===== src/rtl/dirq_pkg.sv =====
package dirq_pkg;
  localparam int REG_W  = 32;
  localparam int EV_N   = 6;
  // event slot inside a channel lane
  localparam int EV_EOF    = 0;
  localparam int EV_UFLOW  = 1;
  localparam int EV_SLINE  = 2;
  localparam int EV_SFRAME = 3;
  localparam int EV_EOLN   = 4;
  localparam int EV_BUFLOW = 5;
  // control word bits
  localparam int C_GLOBAL = 31;
  localparam int C_PROF   = 0;
  localparam int C_DMA    = 4;
  localparam int C_SWR    = 5;
  localparam int C_SRD    = 6;
  localparam int C_MUX_LO = 18;
  localparam int C_MUX_HI = 19;
  // status word bits
  localparam int S_PROF    = 0;
  localparam int S_DMA     = 4;
  localparam int S_SWR     = 5;
  localparam int S_SRD     = 6;
  localparam int S_DMAID   = 7;
  localparam int S_RESP_LO = 14;
  localparam int S_RESP_HI = 15;

  function automatic int c_chirq(int x); return 1 + x; endfunction
  function automatic int c_eof(int x);   return 7 + 2 * x; endfunction
  function automatic int c_eoln(int x);  return 8 + 2 * x; endfunction
  function automatic int c_urun(int x);  return 13 + x; endfunction
  function automatic int s_chsum(int x); return 1 + x; endfunction
  function automatic int lane_base(int x); return (x + 1) * 8; endfunction

  function automatic logic [REG_W-1:0] ctrl_mask(int n);
    logic [REG_W-1:0] m;
    m = '0;
    m[C_GLOBAL] = 1'b1;
    m[C_MUX_HI] = 1'b1;
    m[C_MUX_LO] = 1'b1;
    m[C_PROF]   = 1'b1;
    m[C_DMA]    = 1'b1;
    m[C_SWR]    = 1'b1;
    m[C_SRD]    = 1'b1;
    for (int x = 0; x < n; x++) begin
      m[c_chirq(x)] = 1'b1;
      m[c_eof(x)]   = 1'b1;
      m[c_eoln(x)]  = 1'b1;
      m[c_urun(x)]  = 1'b1;
    end
    return m;
  endfunction
endpackage


===== src/rtl/dirq_ctrl.sv =====
module dirq_ctrl
  import dirq_pkg::*;
#(
  parameter int NUM_CH = 3
) (
  input  logic             clk,
  input  logic             rst_n,
  input  logic             wr_en,
  input  logic [REG_W-1:0] wdata,
  output logic [REG_W-1:0] ctrl_q
);
  localparam logic [REG_W-1:0] WMASK = ctrl_mask(NUM_CH);

  always_ff @(posedge clk or negedge rst_n) begin
    if (!rst_n)     ctrl_q <= '0;
    else if (wr_en) ctrl_q <= wdata & WMASK;
  end

  // unimplemented bits never hold a 1
  assert_ctrl_unused_zero_R1: assert property (@(posedge clk) disable iff (!rst_n)
    (ctrl_q & ~WMASK) == '0);
  // the word only moves on a decoded write
  assert_ctrl_hold_R10: assert property (@(posedge clk) disable iff (!rst_n)
    !wr_en |=> $stable(ctrl_q));
endmodule


===== src/rtl/dirq_lane.sv =====
module dirq_lane
  import dirq_pkg::*;
(
  input  logic            clk,
  input  logic            rst_n,
  input  logic [EV_N-1:0] evt,
  input  logic [EV_N-1:0] clr,
  input  logic            en_eof,
  input  logic            en_eoln,
  input  logic            en_urun,
  input  logic            en_ch,
  output logic [EV_N-1:0] flags,
  output logic            summary
);
  always_ff @(posedge clk or negedge rst_n) begin
    if (!rst_n) flags <= '0;
    else        flags <= (flags & ~clr) | evt;
  end

  always_comb begin
    summary = en_ch & ((flags[EV_EOF] & en_eof)
                     | (flags[EV_EOLN] & en_eoln)
                     | ((flags[EV_UFLOW] | flags[EV_SLINE]) & en_urun)
                     | flags[EV_SFRAME]);
  end

  // a pulse sets its bit even when a clear hits in the same cycle
  assert_event_wins_R3: assert property (@(posedge clk) disable iff (!rst_n)
    (evt != '0) |=> ((flags & $past(evt)) == $past(evt)));
  // uncleared bits stay set
  assert_sticky_hold_R2: assert property (@(posedge clk) disable iff (!rst_n)
    1'b1 |=> ((flags & $past(flags & ~clr)) == $past(flags & ~clr)));
  // no bit rises without its pulse
  assert_no_spurious_R2: assert property (@(posedge clk) disable iff (!rst_n)
    1'b1 |=> ((flags & ~$past(flags) & ~$past(evt)) == '0));
  // a latched short frame drives the summary when the channel is enabled
  assert_sframe_counts_R5: assert property (@(posedge clk) disable iff (!rst_n)
    (flags[EV_SFRAME] && en_ch) |-> summary);
endmodule


===== src/rtl/dirq_misc.sv =====
module dirq_misc (
  input  logic       clk,
  input  logic       rst_n,
  input  logic       dma_id_err_p,
  input  logic       slv_rd_err_p,
  input  logic       slv_wr_err_p,
  input  logic       resp_valid,
  input  logic [1:0] resp_code,
  input  logic       prof_p,
  input  logic       clr_all,
  input  logic       clr_dmaid,
  input  logic       clr_srd,
  input  logic       clr_swr,
  input  logic       clr_resp,
  input  logic       en_dma,
  input  logic       en_srd,
  input  logic       en_swr,
  input  logic       en_prof,
  output logic       dmaid_q,
  output logic       srd_q,
  output logic       swr_q,
  output logic [1:0] resp_q,
  output logic       dma_sum,
  output logic       prof_int
);
  logic prof_q;
  logic resp_err;

  assign resp_err = resp_valid && (resp_code != 2'd0);

  always_ff @(posedge clk or negedge rst_n) begin
    if (!rst_n) begin
      dmaid_q <= 1'b0;
      srd_q   <= 1'b0;
      swr_q   <= 1'b0;
      resp_q  <= 2'd0;
      prof_q  <= 1'b0;
    end else begin
      dmaid_q <= (dmaid_q & ~(clr_all | clr_dmaid)) | dma_id_err_p;
      srd_q   <= (srd_q & ~(clr_all | clr_srd)) | slv_rd_err_p;
      swr_q   <= (swr_q & ~(clr_all | clr_swr)) | slv_wr_err_p;
      prof_q  <= (prof_q & ~clr_all) | prof_p;
      if (resp_err)                 resp_q <= resp_code;
      else if (clr_all || clr_resp) resp_q <= 2'd0;
    end
  end

  always_comb begin
    dma_sum  = (en_dma & (dmaid_q | (resp_q != 2'd0)))
             | (en_srd & srd_q) | (en_swr & swr_q);
    prof_int = prof_q & en_prof;
  end

  // an okay response leaves the stored code untouched
  assert_okay_ignored_R6: assert property (@(posedge clk) disable iff (!rst_n)
    (!resp_err && !clr_all && !clr_resp) |=> $stable(resp_q));
  // clear-all empties the error bits when nothing new arrives
  assert_clear_errors_R7: assert property (@(posedge clk) disable iff (!rst_n)
    (clr_all && !dma_id_err_p && !slv_rd_err_p && !slv_wr_err_p && !resp_err)
      |=> (!dmaid_q && !srd_q && !swr_q && resp_q == 2'd0));
endmodule


===== src/rtl/disp_irq_ctrl.sv =====
module disp_irq_ctrl
  import dirq_pkg::*;
#(
  parameter int NUM_CH = 3,
  parameter int ADDR_W = 8
) (
  input  logic              clk,
  input  logic              rst_n,
  input  logic              reg_wr,
  input  logic [ADDR_W-1:0] reg_addr,
  input  logic [31:0]       reg_wdata,
  output logic [31:0]       reg_rdata,
  input  logic [NUM_CH-1:0] eof_p,
  input  logic [NUM_CH-1:0] uflow_p,
  input  logic [NUM_CH-1:0] sline_p,
  input  logic [NUM_CH-1:0] sframe_p,
  input  logic [NUM_CH-1:0] eoln_p,
  input  logic [NUM_CH-1:0] buflow_p,
  input  logic              dma_id_err_p,
  input  logic              slv_rd_err_p,
  input  logic              slv_wr_err_p,
  input  logic              resp_valid,
  input  logic [1:0]        resp_code,
  input  logic              prof_p,
  output logic              irq
);
  localparam logic [ADDR_W-1:0] OFF_CTRL = ADDR_W'(0);
  localparam logic [ADDR_W-1:0] OFF_STAT = ADDR_W'(4);

  logic              wr_ctrl, wr_stat, clr_all;
  logic [31:0]       w1c;
  logic [31:0]       ctrl_q;
  logic [31:0]       stat_w;
  logic [EV_N-1:0]   lane_flags [NUM_CH];
  logic [NUM_CH-1:0] ch_sum;
  logic              dmaid_q, srd_q, swr_q, dma_sum, prof_int;
  logic [1:0]        resp_q;
  logic              any_evt;

  assign wr_ctrl = reg_wr && (reg_addr == OFF_CTRL);
  assign wr_stat = reg_wr && (reg_addr == OFF_STAT);
  assign w1c     = wr_stat ? reg_wdata : 32'd0;
  assign clr_all = w1c[S_PROF];

  dirq_ctrl #(.NUM_CH(NUM_CH)) u_ctrl (
    .clk(clk), .rst_n(rst_n), .wr_en(wr_ctrl), .wdata(reg_wdata), .ctrl_q(ctrl_q)
  );

  for (genvar x = 0; x < NUM_CH; x++) begin : g_lane
    logic [EV_N-1:0] evt;
    assign evt = {buflow_p[x], eoln_p[x], sframe_p[x], sline_p[x], uflow_p[x], eof_p[x]};
    dirq_lane u_lane (
      .clk(clk), .rst_n(rst_n), .evt(evt),
      .clr(w1c[lane_base(x) +: EV_N] | {EV_N{clr_all}}),
      .en_eof(ctrl_q[c_eof(x)]), .en_eoln(ctrl_q[c_eoln(x)]),
      .en_urun(ctrl_q[c_urun(x)]), .en_ch(ctrl_q[c_chirq(x)]),
      .flags(lane_flags[x]), .summary(ch_sum[x])
    );
  end

  dirq_misc u_misc (
    .clk(clk), .rst_n(rst_n),
    .dma_id_err_p(dma_id_err_p), .slv_rd_err_p(slv_rd_err_p), .slv_wr_err_p(slv_wr_err_p),
    .resp_valid(resp_valid), .resp_code(resp_code), .prof_p(prof_p),
    .clr_all(clr_all), .clr_dmaid(w1c[S_DMAID]), .clr_srd(w1c[S_SRD]), .clr_swr(w1c[S_SWR]),
    .clr_resp(w1c[S_RESP_LO] | w1c[S_RESP_HI]),
    .en_dma(ctrl_q[C_DMA]), .en_srd(ctrl_q[C_SRD]), .en_swr(ctrl_q[C_SWR]),
    .en_prof(ctrl_q[C_PROF]),
    .dmaid_q(dmaid_q), .srd_q(srd_q), .swr_q(swr_q), .resp_q(resp_q),
    .dma_sum(dma_sum), .prof_int(prof_int)
  );

  always_comb begin
    stat_w = '0;
    for (int x = 0; x < NUM_CH; x++) begin
      stat_w[lane_base(x) +: EV_N] = lane_flags[x];
      stat_w[s_chsum(x)]           = ch_sum[x];
    end
    stat_w[S_RESP_HI:S_RESP_LO] = resp_q;
    stat_w[S_DMAID] = dmaid_q;
    stat_w[S_SRD]   = srd_q;
    stat_w[S_SWR]   = swr_q;
    stat_w[S_DMA]   = dma_sum;
    stat_w[S_PROF]  = prof_int;
  end

  always_comb begin
    if (reg_addr == OFF_CTRL)      reg_rdata = ctrl_q;
    else if (reg_addr == OFF_STAT) reg_rdata = stat_w;
    else                           reg_rdata = 32'd0;
  end

  assign irq = ctrl_q[C_GLOBAL] & ((|ch_sum) | dma_sum | prof_int);

  assign any_evt = (|eof_p) | (|uflow_p) | (|sline_p) | (|sframe_p) | (|eoln_p)
                 | (|buflow_p) | dma_id_err_p | slv_rd_err_p | slv_wr_err_p
                 | (resp_valid && resp_code != 2'd0) | prof_p;

  // no interrupt without the global enable
  assert_irq_gated_R9: assert property (@(posedge clk) disable iff (!rst_n)
    !ctrl_q[C_GLOBAL] |-> !irq);
  // clear-all with no new pulse leaves an empty status word
  assert_clear_all_R7: assert property (@(posedge clk) disable iff (!rst_n)
    (clr_all && !any_evt) |=> (stat_w == 32'd0));
  // stray offsets leave the control word alone
  assert_bad_addr_R10: assert property (@(posedge clk) disable iff (!rst_n)
    (reg_wr && reg_addr != OFF_CTRL) |=> $stable(ctrl_q));
endmodule


===== config.mk =====
export PLATFORM = sky130hd
export DESIGN_NAME = disp_irq_ctrl
export DESIGN_NICKNAME = d
export VERILOG_FILES = /design/src/rtl/dirq_pkg.sv /design/src/rtl/dirq_ctrl.sv /design/src/rtl/dirq_lane.sv /design/src/rtl/dirq_misc.sv /design/src/rtl/disp_irq_ctrl.sv
export SDC_FILE = /design/constraint.sdc
export NUM_CORES = 1
export LEC_CHECK = 0
export BUFFER_PORTS_ARGS = -buffer_cell sky130_fd_sc_hd__clkbuf_2
export CORE_AREA = 2 2 82 84
export DETAILED_ROUTE_END_ITERATION = 10
export DIE_AREA = 0 0 84 86
export PLACE_DENSITY = 0.72
export SLEW_MARGIN = 10
export SYNTH_ARGS = -nofsm -noshare
export SYNTH_HDL_FRONTEND = slang
export SYNTH_HIERARCHICAL = 1
export SYNTH_SLANG_ARGS = --single-unit

===== constraint.sdc =====
create_clock -name clk -period 1.8 [get_ports clk]
set_input_delay 0.36 -clock clk [delete_from_list [all_inputs] [get_ports clk]]
set_output_delay 0.36 -clock clk [all_outputs]
set_load 0.005 [all_outputs]

==> results of run 1 <==
repair_timing:
item                                    CTS  global route
pin swaps                                 5             3
hold endpoints to repair                  0             0
gates cloned                              1             3
endpoints found under the setup margin   30            62
hold buffers                              0             0
setup buffers                             8             1
gates resized for setup                  37            48
report_power, final:
| part | total, W | switching [W] | internal, W | leakage (nW) |
|---|---|---|---|---|
| Sequential | 0.00101 | 0.0000230 | 0.000991 | 0.477 |
| Combinational | 0.000384 | 0.000216 | 0.000167 | 1.20 |
| Clock | 0.000605 | 0.000334 | 0.000272 | 0.0412 |
| Total | 0.00200 | 0.000573 | 0.00143 | 1.72 |
through the flow:
| stage | setup TNS [ns] | power [W] | utilization, % |
|---|---|---|---|
| final | -3.70 | 0.00200 | 62.6 |
| after global routing | -5.83 | 0.00210 | 62.6 |
| after CTS | -3.26 | 0.00199 | 58.6 |
| after detailed placement | -12.02 | 0.00134 | 52.8 |
| after global placement | -11.10 | 0.00134 | 52.8 |
| after floorplan | -2.45 | 0.00121 | - |
metal layers:
layer,GRT usage [%],vias to the layer above
li1,-,1184
met1,28.2,1207
met2,34.3,89
met3,3.95,10
met4,5.57,0
met5,0,-
worst max-delay path: stages:
cell and delay (ns):
clkbuf_2 0.08, or4_4 0.60, buf_12 0.20, nor3_4 0.21, clkbuf_2 0.14
cell usage after synthesis, drive strengths merged:
cell / number / area share [%]
nor4: 23 / 7.8
o31ai: 1 / 0.27
or4: 1 / 0.41
nor3: 33 / 6.0
nor2: 23 / 3.1
dfrtp: 43 / 39
mux2: 19 / 9.2
and2: 1 / 0.23
a32o: 2 / 0.73
a21o: 21 / 5.9
conb: 1 / 0.14
buf: 28 / 7.4
a31oi: 3 / 0.68
clkbuf: 6 / 0.82
o21ai: 3 / 0.55
nand2: 7 / 0.96
a31o: 1 / 0.32
mux2i: 28 / 10
nor4b: 1 / 0.32
nand3: 4 / 0.73
a21oi: 4 / 0.73
a22oi: 1 / 0.27
or3: 1 / 0.23
inv: 27 / 3.7
cell type report:
cell class / instances / area share (%)
multi-input cells: 190 / 44.6
flip-flops and latches: 43 / 27.4
repair buffers: 123 / 20.9
inverters: 27 / 2.58
well taps: 77 / 2.45
clock buffers: 6 / 1.85
clock inverters: 2 / 0.318
cells by family (layout without fill, tap and decap cells):
group | after synthesis | in the layout | synth area share, %
compound gates | 36 | 36 | 9.44
simple gates | 94 | 94 | 19.9
flops | 43 | 43 | 39.2
buf+inv | 61 | 158 | 11.9
other cells | 1 | 13 | 0.137
mux | 47 | 47 | 19.4
cells in the final DEF, fill, tap and decap left out, types with 10 or more instances in the layout:
cell type / synthesis / layout
a21o_1: 18 / 18
mux2i_1: 28 / 28
buf_2: 9 / 20
mux2_4: 10 / 10
buf_4: 13 / 18
inv_1: 27 / 27
clkbuf_2: 0 / 74
nor4_4: 1 / 13
nor2_1: 23 / 23
dfrtp_1: 43 / 43
nor3_2: 0 / 24
conb_1: 1 / 13
flip-flops by register name, summed over array words and instances, names as in the netlist:
register,cells
u_misc/srd_q,1
g_lane.u_lane/flags,18
u_ctrl/ctrl_q,19
u_misc/swr_q,1
u_misc/resp_q,2
u_misc/dmaid_q,1
u_misc/prof_q,1
worst paths after layout:
path,end,depth (start not counted),slack (ns),start
min in group clk,g_lane[0].u_lane/flags[1],2,0.24,uflow_p[0]
max reg2reg,u_misc/resp_q[1],2,0.92,u_misc/resp_q[1]
max,reg_rdata[2],5,-0.15,reg_addr[4]
max in group asynchronous,g_lane[2].u_lane/flags[4],2,1.28,rst_n
min reg2reg,u_misc/prof_q,1,0.48,u_misc/prof_q
min,u_ctrl/ctrl_q[6],2,0.14,rst_n
==> out/results.tsv, run 1 <==
stage	metric	value	unit
clock_network	numCtsBuffers	5	
routing	ant_nets	0	
clock_network	cts_tree	yes	
global_route	grt_pass1_wl	12000	um
sta	hold_violations	0	
critical_path	end_kind	primary output	
clock_network	cts_root_buf	clkbuf_8	
routing	wl	7670	um
critical_path	required	1.44	ns
global_route	antenna_found_initial	0	
routing	wl_met3	361	um
critical_path	arrival	1.59	ns
clock_network	cts-htree-levels	2	
routing	dr_total_vias	2490	
yosys	ys_seq_area_share	39.2	%
layout	finalInstanceArea	0.00393	mm^2
routing	m1WireLength	3420	um
routing	top_layer_used	met4	
floorplan	core-area	0.00628	mm^2
global_route	grt_max_degree	44	
critical_path	cp_max_fo	14	
yosys	yosys_warnings	6	
worst_hold_path	hp-class	in -> async	
global_route	global_route.overflow_total	0	
sta	finalSetupViolations	60	
placed_design	dpl_worst_slack	-0.306	ns
placed_design	post-dp-hpwl	5140	um
global_route	grt_use_total	20.8	%
sta	tightestPinTransition	0.559	ns
placed_design	dpl-instance-area	0.00331	mm^2
routing	viasPerCell	5.32	
yosys	syn_area	0.00274	mm^2
yosys	ys_ff_latch	43	
layout	multiInputGateArea	0.00175	mm^2
floorplan	io_pins	101	
clock_network	clock_sinks	43	
sta	max_freq	0.513	GHz
sta	hold_slack	0.136	ns
layout	seq_area	0.00108	mm^2
routing	drt_drc_violations_left	0	
yosys	synthCells	282	
power_and_ir_drop	power.density	510	mW/mm^2
clock_network	clk_latency	0.29	ns
clock_network	cts_buffer_depth	2	
placed_design	gp_congestion	0.835	
floorplan	rows	29	
placed_design	dp.cells	447	
floorplan	start_util	43.7	%
layout	stdcell_count	468	
placed_design	port_buffers	94	
critical_path	criticalPathCategory	in -> out	
layout	nets	458	
layout	layout-drive-gt1-share	52.9	%
sta	period_share	108	%
layout	antenna-diode-count	0	
routing	drt_iter0_drc	107	
floorplan	die-area	0.00722	mm^2
layout	area_growth	43.3	%
layout	nFillCells	544	
critical_path	worstSetupStartpointType	input port	
sta	slew_headroom	62.8	%
sta	layout_setup_ws	-0.151	ns
clock_network	path_clk_slew	0.08	ns
yosys	avgSynthCellArea	9.73	um^2
run_status	status	finished with violations	
sta	rsz0062_at_grt	yes	
run_status	violations	setup timing	
run	cap_violations	0	
global_route	grt_pass1_vias	2440	
floorplan	die_height	86	um
yosys	ys_types	32	
routing	routed-wl-met2	3770	um
power_and_ir_drop	ir_worst_vdd	0.000378	V
power_and_ir_drop	cellLeakagePower	1.72	nW
routing	wl_per_cell	16.4	um
sta	finalCriticalPeriod	1.95	ns
sta	slew_viol_final	0	
floorplan	die_width	84	um
sta	clock_skew	0	ns
routing	first_pass_iters	4	
Power figures use the tool's default switching activity.
==> inputs of run 2 (changes only) <==
- RECOVER_POWER: unset -> 50
==> run 2 against run 1 <==
- sequential share of layout area is essentially flat
- hold slack gained 0.10 ns
- register-to-register slack is essentially flat
- critical path type unchanged
- wire length shrank 0.10%
- via count grew 0.12%
- largest power group unchanged
- the run still ends with setup timing left
- cell area is essentially flat
==> out/results.tsv, run 2 (synthesized netlist as in run 1, its figures left out) <==
stage	metric	value	unit	change
layout	regMostFlops	u_ctrl/ctrl_q		
sta	tightestPinTransition	1.08	ns	+0.524 ns
sta	hold_slack	0.240	ns	+0.104 ns
power_and_ir_drop	ir_worst_vdd	0.000377	V	about the same
routing	dr_total_vias	2493		+0.12%
routing	ant_nets	0		unchanged
sta	finalCriticalPeriod	1.95	ns	-0.0000370 ns
clock_network	path_clk_slew	0.08	ns	about the same
power_and_ir_drop	combPwrFrac	19.1	%	about the same
sta	slew_viol_final	0		unchanged
run_status	violations	setup timing		
critical_path	cp_cell_sequence	clkbuf_2, or4_4, buf_12, nor3_4, clkbuf_2		
critical_path	criticalPathCategory	in -> out		
critical_path	required	1.44	ns	about the same
power_and_ir_drop	switching_share	28.6	%	about the same
global_route	antenna_found_initial	0		unchanged
power_and_ir_drop	power.density	510	mW/mm^2	about the same
power_and_ir_drop	power.switching	0.000573	W	about the same
floorplan	rows	29		unchanged
routing	wl	7660	um	-0.10%
critical_path	cp_num_cells	5		unchanged
sta	fin_setup_tns	-3.70	ns	+0.00131 ns
routing	wl_per_cell	16.4	um	-0.10%
global_route	grt_pass1_vias	2440		unchanged
routing	drt_drc_violations_left	0		unchanged
layout	layout_commonest_cell	clkbuf_2		
sta	rsz0062_at_grt	yes		
clock_network	numCtsBuffers	5		unchanged
layout	stdcell_count	468		unchanged
worst_hold_path	hp-class	in -> reg		
clock_network	cts_buffer_depth	2		unchanged
global_route	grt_use_total	20.8	%	unchanged
sta	period_share	108	%	about the same
run_status	status	finished with violations		
critical_path	r2r_start	u_misc/resp_q[1]		
floorplan	die-area	0.00722	mm^2	unchanged
sta	clock_skew	0	ns	unchanged
floorplan	die_width	84	um	unchanged
global_route	grt_pass1_wl	12000	um	unchanged
critical_path	rr_worst_depth	2		unchanged
critical_path	slowest_delay	0.60	ns	about the same
critical_path	end_kind	primary output		
floorplan	io_pins	101		unchanged
power_and_ir_drop	p_clk_share	30.2	%	about the same
global_route	grt_max_degree	44		unchanged
power_and_ir_drop	cellLeakagePower	1.72	nW	about the same
worst_hold_path	whs_endpoint	g_lane[0].u_lane/flags[1]		
layout	antenna-diode-count	0		unchanged
clock_network	clock_sinks	43		unchanged
layout	mostFrequentLayoutCells	clkbuf_2 (75), dfrtp_1 (43), mux2i_1 (28), inv_1 (27), nor3_2 (24)		
layout	nets	458		unchanged
critical_path	arrival	1.59	ns	about the same
critical_path	r2r_slack	0.92	ns	about the same
routing	first_pass_iters	4		unchanged
sta	hold_violations	0		unchanged
sta	finalSetupViolations	60		unchanged
floorplan	start_util	43.7	%	unchanged
clock_network	cts_root_buf	clkbuf_8		
sta	slew_headroom	27.8	%	-35 points
layout	largest_register_ffs	19		unchanged
power_and_ir_drop	internal_power	0.00143	W	about the same
critical_path	r2r_end	u_misc/resp_q[1]		
worst_hold_path	worstHoldStart	uflow_p[0]		
placed_design	dp.cells	447		unchanged
critical_path	critPathSlowestCell	or4_4		
power_and_ir_drop	p_seq_share	50.7	%	about the same
clock_network	cts_tree	yes		
critical_path	path_common_cell	clkbuf_2		
layout	reg_top3	u_ctrl/ctrl_q (19), g_lane.u_lane/flags (18), u_misc/resp_q (2)		
placed_design	port_buffers	94		unchanged
clock_network	clk_latency	0.29	ns	about the same
worst_hold_path	worstHoldPathCells	2		
critical_path	path_buf_inv	3		unchanged
routing	viasPerCell	5.33		+0.12%
sta	layout_setup_ws	-0.151	ns	+0.0000370 ns
layout	layout-drive-gt1-share	52.9	%	unchanged
critical_path	worstSetupStartpointType	input port		
placed_design	post-dp-hpwl	5140	um	unchanged
routing	drt_iter0_drc	107		unchanged
layout	utilization	62.6	%	about the same
run	cap_violations	0		unchanged
clock_network	cts-htree-levels	2		unchanged
critical_path	cp_max_fo	14		unchanged
floorplan	core-area	0.00628	mm^2	unchanged
sta	max_freq	0.513	GHz	about the same
floorplan	die_height	86	um	unchanged
layout	area_growth	43.2	%	about the same
placed_design	gp_congestion	0.835		unchanged
critical_path	cp_top_family	simple AND/OR/NAND/NOR gates		
global_route	global_route.overflow_total	0		unchanged
run 2: cell count changes in the layout (fill, tap and decap cells not counted):
cell | before | now
buf_4 | 18 | 17
clkbuf_2 | 74 | 75
run 2: per-stage QoR:
| step | cell area, um^2 | power (W) | worst slack [ns] |
|---|---|---|---|
| final | 3930 | 0.00200 | -0.151 |
| after CTS | 3680 | 0.00199 | -0.131 |
| after global placement | 3310 | 0.00134 | -0.295 |
| after detailed placement | 3310 | 0.00134 | -0.306 |
| after floorplan | 2820 | 0.00121 | -0.179 |
| after global routing | 3930 | 0.00210 | -0.200 |
run 2: layer usage:
| metal | vias to the layer above | wire length [um] | track usage (%) |
|---|---|---|---|
| met5 | - | 0 | 0 |
| met4 | 0 | 108 | 5.57 |
| met3 | 10 | 385 | 3.95 |
| met2 | 91 | 3760 | 34.3 |
| met1 | 1208 | 3400 | 28.2 |
| li1 | 1184 | - | - |
run 2: how the worst max path moves through the flow:
stage / from / end
6_report: reg_addr[4] / reg_rdata[2]
5_1_grt: reg_addr[4] / reg_rdata[31]
4_1_cts: reg_addr[3] / reg_rdata[18]
3_5_place_dp: reg_addr[4] / reg_rdata[18]
3_3_place_gp: reg_addr[4] / reg_rdata[18]
2_1_floorplan: reg_addr[4] / u_ctrl/ctrl_q[10]
run 2: timing repair:
action | CTS | global route
gates resized for setup | 37 | 48
endpoints found under the hold margin | 0 | 0
setup endpoints to repair | 30 | 62
setup buffers | 8 | 1
hold buffers | 0 | 0
pin swaps | 5 | 3
cloned | 1 | 3
run 2: cell type report:
cell class	instances	area (um^2)
tap	77	96.3
fill	545	2350
timing repair buffer	123	818
inverter	27	101
clock inverter	2	12.5
multi-input combinational	190	1750
sequential	43	1080
clock buffer	6	72.6
run 2: power groups by stage:
stage,Combinational (W),Sequential [W],Clock [W]
floorplan,0.000187,0.00102,0
global placement,0.000306,0.00103,0
detailed placement,0.000309,0.00103,0
CTS,0.000354,0.00101,0.000620
global route,0.000418,0.00102,0.000660
finish,0.000383,0.00101,0.000605
